`src/rtl/irqc_pkg.sv`:
```
package irqc_pkg;
  localparam int BANKS_DEF  = 4;
  localparam int PERIPH_DEF = 6;
  localparam int DW_DEF     = 16;
  localparam int GIE_DEF    = 15;

  typedef enum logic [1:0] {
    A_STAT = 2'd0,
    A_EN   = 2'd1,
    A_CTRL = 2'd2,
    A_NONE = 2'd3
  } reg_addr_e;

  // Any enabled pending source, on zero-extended 32-bit words.
  function automatic logic any_hit(input logic [31:0] stat, input logic [31:0] en);
    return |(stat & en);
  endfunction
endpackage

```
`src/rtl/irqc_regs.sv`:
```
module irqc_regs #(
  parameter int NS  = 10,
  parameter int DW  = 16,
  parameter int GIE = 15
) (
  input  logic          clk,
  input  logic          rst_n,
  input  logic          we,
  input  logic [1:0]    addr,
  input  logic [DW-1:0] wdata,
  input  logic [NS-1:0] stat,
  output logic [DW-1:0] rdata,
  output logic [NS-1:0] en_q,
  output logic          gie_q,
  output logic          clksel_q
);
  import irqc_pkg::*;

  logic unused_wbits;
  assign unused_wbits = ^wdata;

  always_ff @(posedge clk) begin
    if (!rst_n) begin
      en_q     <= '0;
      gie_q    <= 1'b0;
      clksel_q <= 1'b0;
    end else if (we) begin
      if (addr == A_EN) begin
        en_q  <= wdata[NS-1:0];
        gie_q <= wdata[GIE];
      end
      if (addr == A_CTRL) clksel_q <= wdata[0];
    end
  end

  always_comb begin
    rdata = '0;
    case (addr)
      A_STAT: rdata[NS-1:0] = stat;
      A_EN: begin
        rdata[NS-1:0] = en_q;
        rdata[GIE]    = gie_q;
      end
      A_CTRL: rdata[0] = clksel_q;
      default: rdata = '0;
    endcase
  end
endmodule

```
`src/rtl/irqc_capture.sv`:
```
module irqc_capture #(
  parameter int NB = 4,
  parameter int NP = 6
) (
  input  logic             clk,
  input  logic             rst_n,
  input  logic             clksel,
  input  logic [NB-1:0]    bank_pend,
  input  logic [NP-1:0]    periph_req,
  output logic [NB+NP-1:0] stat
);
  logic [NP-1:0] per_q;

  genvar k;
  generate
    for (k = 0; k < NP; k++) begin : g_per
      always_ff @(posedge clk) begin
        if (!rst_n)      per_q[k] <= 1'b0;
        else if (clksel) per_q[k] <= periph_req[k];
      end
    end
  endgenerate

  assign stat = {per_q, bank_pend};
endmodule

```
`src/rtl/irqc_line.sv`:
```
module irqc_line #(
  parameter int NS = 10
) (
  input  logic          clk,
  input  logic          rst_n,
  input  logic          clksel,
  input  logic          gie,
  input  logic [NS-1:0] stat,
  input  logic [NS-1:0] en,
  output logic          hit,
  output logic          irq_q
);
  import irqc_pkg::*;

  assign hit = any_hit(32'(stat), 32'(en));

  always_ff @(posedge clk) begin
    if (!rst_n) irq_q <= 1'b0;
    else        irq_q <= clksel & gie & hit;
  end
endmodule

```
`src/rtl/irqc_top.sv`:
```
module irqc_top #(
  parameter int NB  = irqc_pkg::BANKS_DEF,
  parameter int NP  = irqc_pkg::PERIPH_DEF,
  parameter int DW  = irqc_pkg::DW_DEF,
  parameter int GIE = irqc_pkg::GIE_DEF
) (
  input  logic          clk,
  input  logic          rst_n,
  input  logic [NB-1:0] bank_pend,
  input  logic [NP-1:0] periph_req,
  input  logic          reg_we,
  input  logic [1:0]    reg_addr,
  input  logic [DW-1:0] reg_wdata,
  output logic [DW-1:0] reg_rdata,
  output logic          irq_out
);
  localparam int NS = NB + NP;

  logic [NS-1:0] status_w;
  logic [NS-1:0] en_w;
  logic          gie_w;
  logic          clksel_w;
  logic          hit_w;

  irqc_regs #(.NS(NS), .DW(DW), .GIE(GIE)) u_regs (
    .clk(clk), .rst_n(rst_n), .we(reg_we), .addr(reg_addr),
    .wdata(reg_wdata), .stat(status_w), .rdata(reg_rdata),
    .en_q(en_w), .gie_q(gie_w), .clksel_q(clksel_w)
  );

  irqc_capture #(.NB(NB), .NP(NP)) u_cap (
    .clk(clk), .rst_n(rst_n), .clksel(clksel_w),
    .bank_pend(bank_pend), .periph_req(periph_req), .stat(status_w)
  );

  irqc_line #(.NS(NS)) u_line (
    .clk(clk), .rst_n(rst_n), .clksel(clksel_w), .gie(gie_w),
    .stat(status_w), .en(en_w), .hit(hit_w), .irq_q(irq_out)
  );
endmodule

```
`config.mk`:
```
export PLATFORM = sky130hd
export DESIGN_NAME = irqc_top
export DESIGN_NICKNAME = d
export VERILOG_FILES = /design/src/rtl/irqc_pkg.sv /design/src/rtl/irqc_regs.sv /design/src/rtl/irqc_capture.sv /design/src/rtl/irqc_line.sv /design/src/rtl/irqc_top.sv
export SDC_FILE = /design/constraint.sdc
export NUM_CORES = 1
export LEC_CHECK = 0
export CAP_MARGIN = 20
export CORE_UTILIZATION = 32
export DETAILED_ROUTE_END_ITERATION = 8
export GPL_TIMING_DRIVEN = 0
export PLACE_DENSITY = 0.65
export SYNTH_ARGS = -nofsm -noshare
export SYNTH_HDL_FRONTEND = slang
export SYNTH_SLANG_ARGS = --single-unit
```
`constraint.sdc`:
```
create_clock -name clk -period 1.72 [get_ports clk]
set_clock_uncertainty 0.2 [all_clocks]
set_input_delay 0.172 -clock clk [delete_from_list [all_inputs] [get_ports clk]]
set_output_delay 0.172 -clock clk [all_outputs]
set_load 0.02 [all_outputs]
```
# Word level (Yosys, flattened, before mapping)
# Cells that the tools add are included.
dict set report word_totals {
  regBits 19
  input_bits 31
  out_inout_bits 17
  elab_cells 22
}
dict set report classes {
  eq_ne 2
  mux 3
  bitwise_logic 3
  reduce_logical 4
}
# op count
set op_table {}
lappend op_table {{$reduce_or A32 Y1} 1}
lappend op_table {{$pmux W9 S2} 1}
lappend op_table {{$and A10 B10 Y10} 1}
lappend op_table {{$reduce_and A2 Y1} 2}
lappend op_table {{$pmux W1 S3} 1}
lappend op_table {{$and A1 B1 Y1} 2}
lappend op_table {{$eq A2 B1 Y1 const B} 1}
lappend op_table {{$eq A2 B2 Y1 const B} 1}
lappend op_table {{$logic_not A2 Y1} 1}
lappend op_table {{$mux W1} 1}

# Longest topological paths before layout
# Gate-level depths: netlist of the first run.
dict set report logic_depth {
  depth_word 3
  depth_mapped 4
  depth_no_buf 3
}

# Cells and area by module
# A second synthesis of the first run with hierarchy kept.
dict set report unflattened {
  hier_cells 116
  area_unflattened_um2 1051.0
}
# module instances cells_each area_per_inst_um2 seq_area_each_um2
set by_module_without_submodules {}
lappend by_module_without_submodules {irqc_regs 1 83 705.7 240.2}
lappend by_module_without_submodules {irqc_capture 1 23 259.0 120.1}
lappend by_module_without_submodules {irqc_line 1 10 86.3 20.0}

# Least setup slack after synthesis of the first run
# No wires, ideal clock.
dict set report synth_path {
  path_type {flip-flop to output port}
  startpoint {reg u_regs.clksel_q}
  endpoint {out reg_rdata[0]}
  arrival_ps 1062
  slack_ps 286
  stages_incl_launch_ff 4
  n_path_buf 1
  path_cell_list {dfxtp_1 buf_2 mux2i_1 o21ai_0}
}
dict set report synth_via {
  elab_chain_cells 1
}
# item line_no
set synth_rtl {}
lappend synth_rtl {{start: declaration} irqc_regs.sv:15} ;# output logic clksel_q
lappend synth_rtl {{start signal: assignment} irqc_regs.sv:32} ;# if (addr == A_CTRL) clksel_q <= wdata[0];
lappend synth_rtl {{$pmux W1 S3} irqc_regs.sv:38} ;# case (addr)
lappend synth_rtl {{end: declaration} irqc_top.sv:14} ;# output logic [DW-1:0] reg_rdata,
# No other way between the ends.

# Worst setup path in the final report of the first run
dict set report layout_path {
  startpoint {in reg_addr[1]}
  endpoint {out reg_rdata[2]}
}
dict set report layout_via {
  elab_chain_cells 2
  word_cells_on_any_way 3
}
# item line_no
set layout_rtl {}
lappend layout_rtl {{start: declaration} irqc_top.sv:12} ;# input logic [1:0] reg_addr,
lappend layout_rtl {{$eq A2 B1 Y1 / $logic_not A2 Y1 (equally long branches)} irqc_regs.sv:38}
lappend layout_rtl {{$pmux W9 S2 *} irqc_regs.sv:38}
# Every way passes the cells marked *; elsewhere a longest branch is shown, timed or not.

==> results of run 1 <==
==> cells in the mapped netlist <==
cell type  instances  area (um^2)
a21oi_1            1         5.00
a221oi_1           1         8.76
a22o_1             1         8.76
a22oi_1            3         22.5
and3_1             1         6.26
and3b_1            1         8.76
buf_2              2         10.0
buf_4              6         45.0
buf_6              1         11.3
clkbuf_1           2         7.51
conb_1             1         3.75
dfxtp_1           19          380
mux2i_1           28          280
nand3_1            1         5.00
nand3b_1           2         15.0
nand3b_2           1         11.3
nor2_1             9         33.8
nor2b_1           18          113
o21ai_0            1         5.00
==> flip-flops by register name, indices dropped and copies added, names as in the netlist <==
register,count
u_regs.en_q,10
u_regs.gie_q,1
u_regs.clksel_q,1
u_line.irq_q,1
u_cap.stat,6
==> power by group <==
part | internal, uW | switching (uW)
Combinational | 105 | 73.9
Sequential | 453 | 9.59
Clock | 86.5 | 136
Total | 644 | 220
==> final cells by class <==
cell class | count | area (um^2) | share of cell area (%)
plain buffers | 11 | 90.1 | 6.35
multi-input cells | 73 | 542 | 38.2
flip-flops and latches | 19 | 380 | 26.8
clock buffers | 3 | 22.5 | 1.59
well taps | 31 | 38.8 | 2.74
repair buffers | 36 | 339 | 23.9
clock inverters | 1 | 5.00 | 0.353
==> worst min-delay path, delay by kind of cell <==
kind	cells	cell delay, ns
and+or+nand+nor	1	0.14
buffers and inverters	1	0.19
AOI/OAI and AO/OA	1	0.04
==> cell usage in the layout, fill, tap and decap left out <==
cell type / Yosys / routed
conb_1: 1 / 5
and3_1: 1 / 1
buf_6: 1 / 4
a22o_1: 1 / 1
a221oi_1: 1 / 1
and3b_1: 1 / 1
dfxtp_1: 19 / 19
buf_2: 2 / 1
o21ai_0: 1 / 1
clkbuf_4: 0 / 3
a21oi_1: 1 / 1
clkdlybuf4s50_1: 0 / 24
clkinv_2: 0 / 1
nand3b_2: 1 / 1
dlygate4sd2_1: 0 / 9
a22oi_1: 3 / 3
nor2b_1: 18 / 18
nor2_1: 9 / 9
nand3_1: 1 / 1
clkbuf_1: 2 / 2
mux2i_1: 28 / 28
nand3b_1: 2 / 2
buf_4: 6 / 5
clkdlybuf4s15_1: 0 / 1
clkbuf_2: 0 / 1
==> logic make-up after synthesis <==
| kind of cell | count (synthesis) | synth area share [%] |
|---|---|---|
| AO/OA/AOI/OAI | 7 | 5.10 |
| buffers and inverters | 11 | 7.53 |
| flip-flops | 19 | 38.8 |
| multiplexers | 28 | 28.6 |
| other | 1 | 0.382 |
| AND/OR/NAND/NOR | 33 | 19.6 |
==> how the worst max path moves through the flow <==
stage | slack [ns] | cells past startpoint | endpoint | from
floorplan | 0.29 | 3 | reg_rdata[0] | u_regs.clksel_q$_SDFFE_PN0P_
global placement | -0.51 | 5 | reg_rdata[2] | reg_addr[0]
detailed placement | -0.54 | 5 | reg_rdata[0] | reg_addr[0]
CTS | 0.02 | 4 | reg_rdata[4] | reg_addr[1]
global route | 0.003 | 4 | reg_rdata[9] | reg_addr[1]
finish | 0.05 | 4 | reg_rdata[2] | reg_addr[1]
==> routing by layer <==
metal	track usage (%)	vias to the layer above	share of wire [%]	wire (um)
met5	0	-	0	0
met4	6.27	0	0.58	13
met3	3.40	2	5.3	119
met2	26.1	27	47	1060
met1	17.6	367	47	1040
li1	-	416	-	-
==> metrics by stage <==
stage	cells	hold WS (ns)	utilization, %	instance area, um^2	worst slack [ns]
after detailed placement	170	0.281	49.3	1400	-0.537
after global placement	170	0.280	49.3	1400	-0.515
final	174	0.0779	50.1	1420	0.0512
after global routing	174	0.123	50.1	1420	0.00323
after CTS	174	0.0848	50.1	1420	0.0239
after floorplan	103	0.138	-	996	0.286
==> flow_summary.ini, run 1 <==
[cells_and_area]
antennaDiodeCount = 0
area_growth_pct = 44.5
fillers = 299
num-nets-final = 175
drive_gt1_share_pct = 11.2

[synthesis]
ys_ff_latch = 19
syn_inst = 99
yosysSeqAreaShare_pct = 38.8
synth_warnings = 0
synth_cell_types = 19
synthesis.area_um2 = 981
synth.avg_cell_area_um2 = 9.91

[setup_path]
worst_r2r_path_depth = 3
critPathSlowestCell = clkdlybuf4s50_1
path_cells = clkdlybuf4s50_1 > buf_6 > nor2_1 > dlygate4sd2_1
path_class = in2out
crit_arrival_ns = 1.30
slowest_delay_ns = 0.50
required_ns = 1.35
r2r_slack_ns = 0.51
r2r_start = u_regs.en_q[4]$_SDFFE_PN0P_
endpoint_kind = primary output
worstPathMaxFanout = 10
startpoint_type = primary input
path_buf_inv = 3
r2r_end = u_line.irq_q$_SDFF_PN0_
crit_family = buffers and inverters

[routing]
antenna_left = 0
detailedRoute.firstIterationViolations = 13
wl_per_cell_um = 12.9
wirelength_um = 2240
via_per_inst = 4.67
vias = 812
drc = 9
drt-pass1-iter-count = 8

[power]
power.total_uw = 864
p_per_area_mw_per_mm2 = 609
irDropWorstVdd_mv = 0.339
power_leakage_uw = 0.000659

[clock_network]
clk-insertion-delay-late_ns = 0.29
numCtsBuffers = 3
postCtsSetupRepairBufs = 0
holdBufCountCts = 0
clockRootBuffer = clkbuf_4
cts_tree = done
clock_sinks = 19
cts_resized = 21
clockBufferDepth = 2
h-tree-depth = 1
path_clk_slew_ns = 0.11

[floorplan]
rows = 19
core_mm2 = 0.00283
start_util_pct = 34.7
fp.dieW_um = 57.4
die_h_um = 57.4
io_pins = 48
die-area_mm2 = 0.00329

[min_path]
min_to = u_line.irq_q$_SDFF_PN0_
min_path_type = in2reg
whs_path_depth = 3
hp-start = rst_n

[timing]
finalCriticalPeriod_ns = 1.67
finalCritPeriodShare_pct = 97.0
timing.fmax_mhz = 599
hold_violations = 0
rsz0062_at_grt = no
finalMaxSlewViolations = 0
tns_ns = 0
setup_viol = 0

[global_route]
grtUsageTotal_pct = 15.0
grt_pass1_vias = 880
grt_pass1_wl_um = 3780
grt_max_degree = 12
grt_overflow = 0
antenna_found_initial = 0

[job]
drv_cap = 0

[status]
status = finished with violations
violations = DRC

[placed_design]
dp.final_hpwl_um = 1690
port_buffers = 36
gp_congestion = 0.639
Note: power is estimated with default switching activity, not from simulation.
==> run 2: changes to the inputs <==
CORE_UTILIZATION = 42   (was 32)
PLACE_DENSITY = 0.82   (was 0.65)
==> run 2 against run 1 <==
Net effect: the run now ends clean; register-to-register slack worse by 0.05 ns; worst hold slack better by 0.0058 ns; maximum frequency is 1.3% lower; cell count is 1.7% lower; power is 0.18% lower; sequential share of layout area is 0.095 points higher; utilization is 14 points higher; setup slack worse by 0.022 ns; critical path depth is 1 higher; largest cell class unchanged.
==> flow_summary.ini, run 2 (synthesis gave the netlist of run 1 again) <==
[power]
power_leakage_uw = 0.000651
pwr-share-seq_pct = 53.6
power_switching_uw = 218
p_int_uw = 644
p_per_area_mw_per_mm2 = 610
irDropWorstVdd_mv = 0.398
comb_power_share_pct = 20.7
power.total_uw = 862
p_clk_share_pct = 25.7
swShare_pct = 25.3

[setup_path]
required_ns = 1.35
endpoint_kind = primary output
worstPathMaxFanout = 10
startpoint_type = primary input
path_cells = clkdlybuf4s15_1 > buf_6 > mux2i_1 > nor2_1 > dlygate4sd2_1
path_class = in2out
crit_path_start = reg_addr[0]
critPathSlowestCell = clkdlybuf4s15_1
r2r_start = u_regs.en_q[4]$_SDFFE_PN0P_
slowest_delay_ns = 0.34
crit_arrival_ns = 1.32

[floorplan]
io_pins = 48
die_h_um = 50.3
fp.dieW_um = 50.3
start_util_pct = 44.3
rows = 17
core_mm2 = 0.00221
die-area_mm2 = 0.00253

[clock_network]
clk-insertion-delay-late_ns = 0.29
clockBufferDepth = 2
cts_tree = done
path_clk_slew_ns = 0.11
numCtsBuffers = 3
clockRootBuffer = clkbuf_4
clock_sinks = 19
h-tree-depth = 1

[min_path]
hp-start = rst_n
min_path_type = in2reg

[timing]
timing.fmax_mhz = 591
fin_ws_ns = 0.0289
hold_violations = 0
finalMaxSlewViolations = 0
finalCriticalPeriod_ns = 1.69
rsz0062_at_grt = no
setup_viol = 0
finalCritPeriodShare_pct = 98.3
tns_ns = 0

[job]
drv_cap = 0

[cells_and_area]
largest_reg_flops = 10
stdcell_area_mm2 = 0.00141
final_cell_mix = mux2i_1 (28), clkdlybuf4s50_1 (24), dfxtp_1 (19), nor2b_1 (18), nor2_1 (9)
num-nets-final = 175
layout_commonest_cell = mux2i_1
registers.top_by_ff_count = u_regs.en_q
area_growth_pct = 44.0
final_util_pct = 63.9
drive_gt1_share_pct = 11.2
antennaDiodeCount = 0

[global_route]
antenna_found_initial = 0
grt_pass1_wl_um = 3620
grtUsageTotal_pct = 19.0
grt_max_degree = 12
grt_pass1_vias = 816
grt_overflow = 0

[routing]
drt-pass1-iter-count = 3
detailedRoute.firstIterationViolations = 5
vias = 812
antenna_left = 0
drc = 0
via_per_inst = 4.75
wl_per_cell_um = 12.8
wirelength_um = 2190

[placed_design]
placed_cell_area_mm2 = 0.00139
port_buffers = 36
post-place-ws_ns = -0.535
gp_congestion = 0.691
dp.final_hpwl_um = 1660

[status]
status = finished clean
## run 2: changes by cell type in the layout (fill, tap and decap cells not counted), sizes merged
| cell | before | now |
|---|---|---|
| clkdlybuf4s15 | 1 | 3 |
| dlygate4sd2 | 9 | 7 |
## run 2: cell type report
cell class	count	area [um^2]
plain buffers	11	86.3
clock buffers	3	22.5
clock inverters	1	5.00
fillers	199	800
multi-input cells	73	542
flip-flops and latches	19	380
well taps	28	35.0
repair buffers	36	342
## run 2: critical path, delay by kind of cell
kind          cells  cell delay (ns)
mux               1             0.22
simple gates      1             0.05
buf+inv           3             0.87
## run 2: metal layers
metal,up-vias,part of all wire (%),GRT usage [%],wire (um)
li1,415,-,-,-
met1,370,44,22.2,958
met2,25,51,34.7,1110
met3,2,5.2,2.73,115
met4,0,0.41,6.94,9
met5,-,0,0,0
## run 2: stage by stage
step                hold WS, ns  std cells
finish                   0.0838        171
floorplan                 0.138        103
detailed placement        0.282        167
CTS                      0.0921        171
global placement          0.273        167
global route              0.120        171
## run 2: timing repair
item	CTS	global route
resized for setup	22	3
setup buffers	0	0
setup endpoints to repair	11	3
hold buffers	0	0
## run 2: worst paths after layout
| path | depth (start not counted) | slack, ns | endpoint |
|---|---|---|---|
| worst max register to register | 3 | 0.46 | u_line.irq_q$_SDFF_PN0_ |
| worst max-delay path | 5 | 0.03 | reg_rdata[5] |
| worst min-delay path | 3 | 0.08 | u_line.irq_q$_SDFF_PN0_ |
| worst min register to register | 2 | 0.30 | u_line.irq_q$_SDFF_PN0_ |
## run 2: power by group through the flow
stage / Clock (uW) / Sequential, uW / Combinational [uW]
2_1_floorplan: 0 / 469 / 95.1
3_3_place_gp: 0 / 471 / 180
3_5_place_dp: 0 / 472 / 182
4_1_cts: 230 / 462 / 180
5_1_grt: 245 / 464 / 192
6_report: 221 / 462 / 179
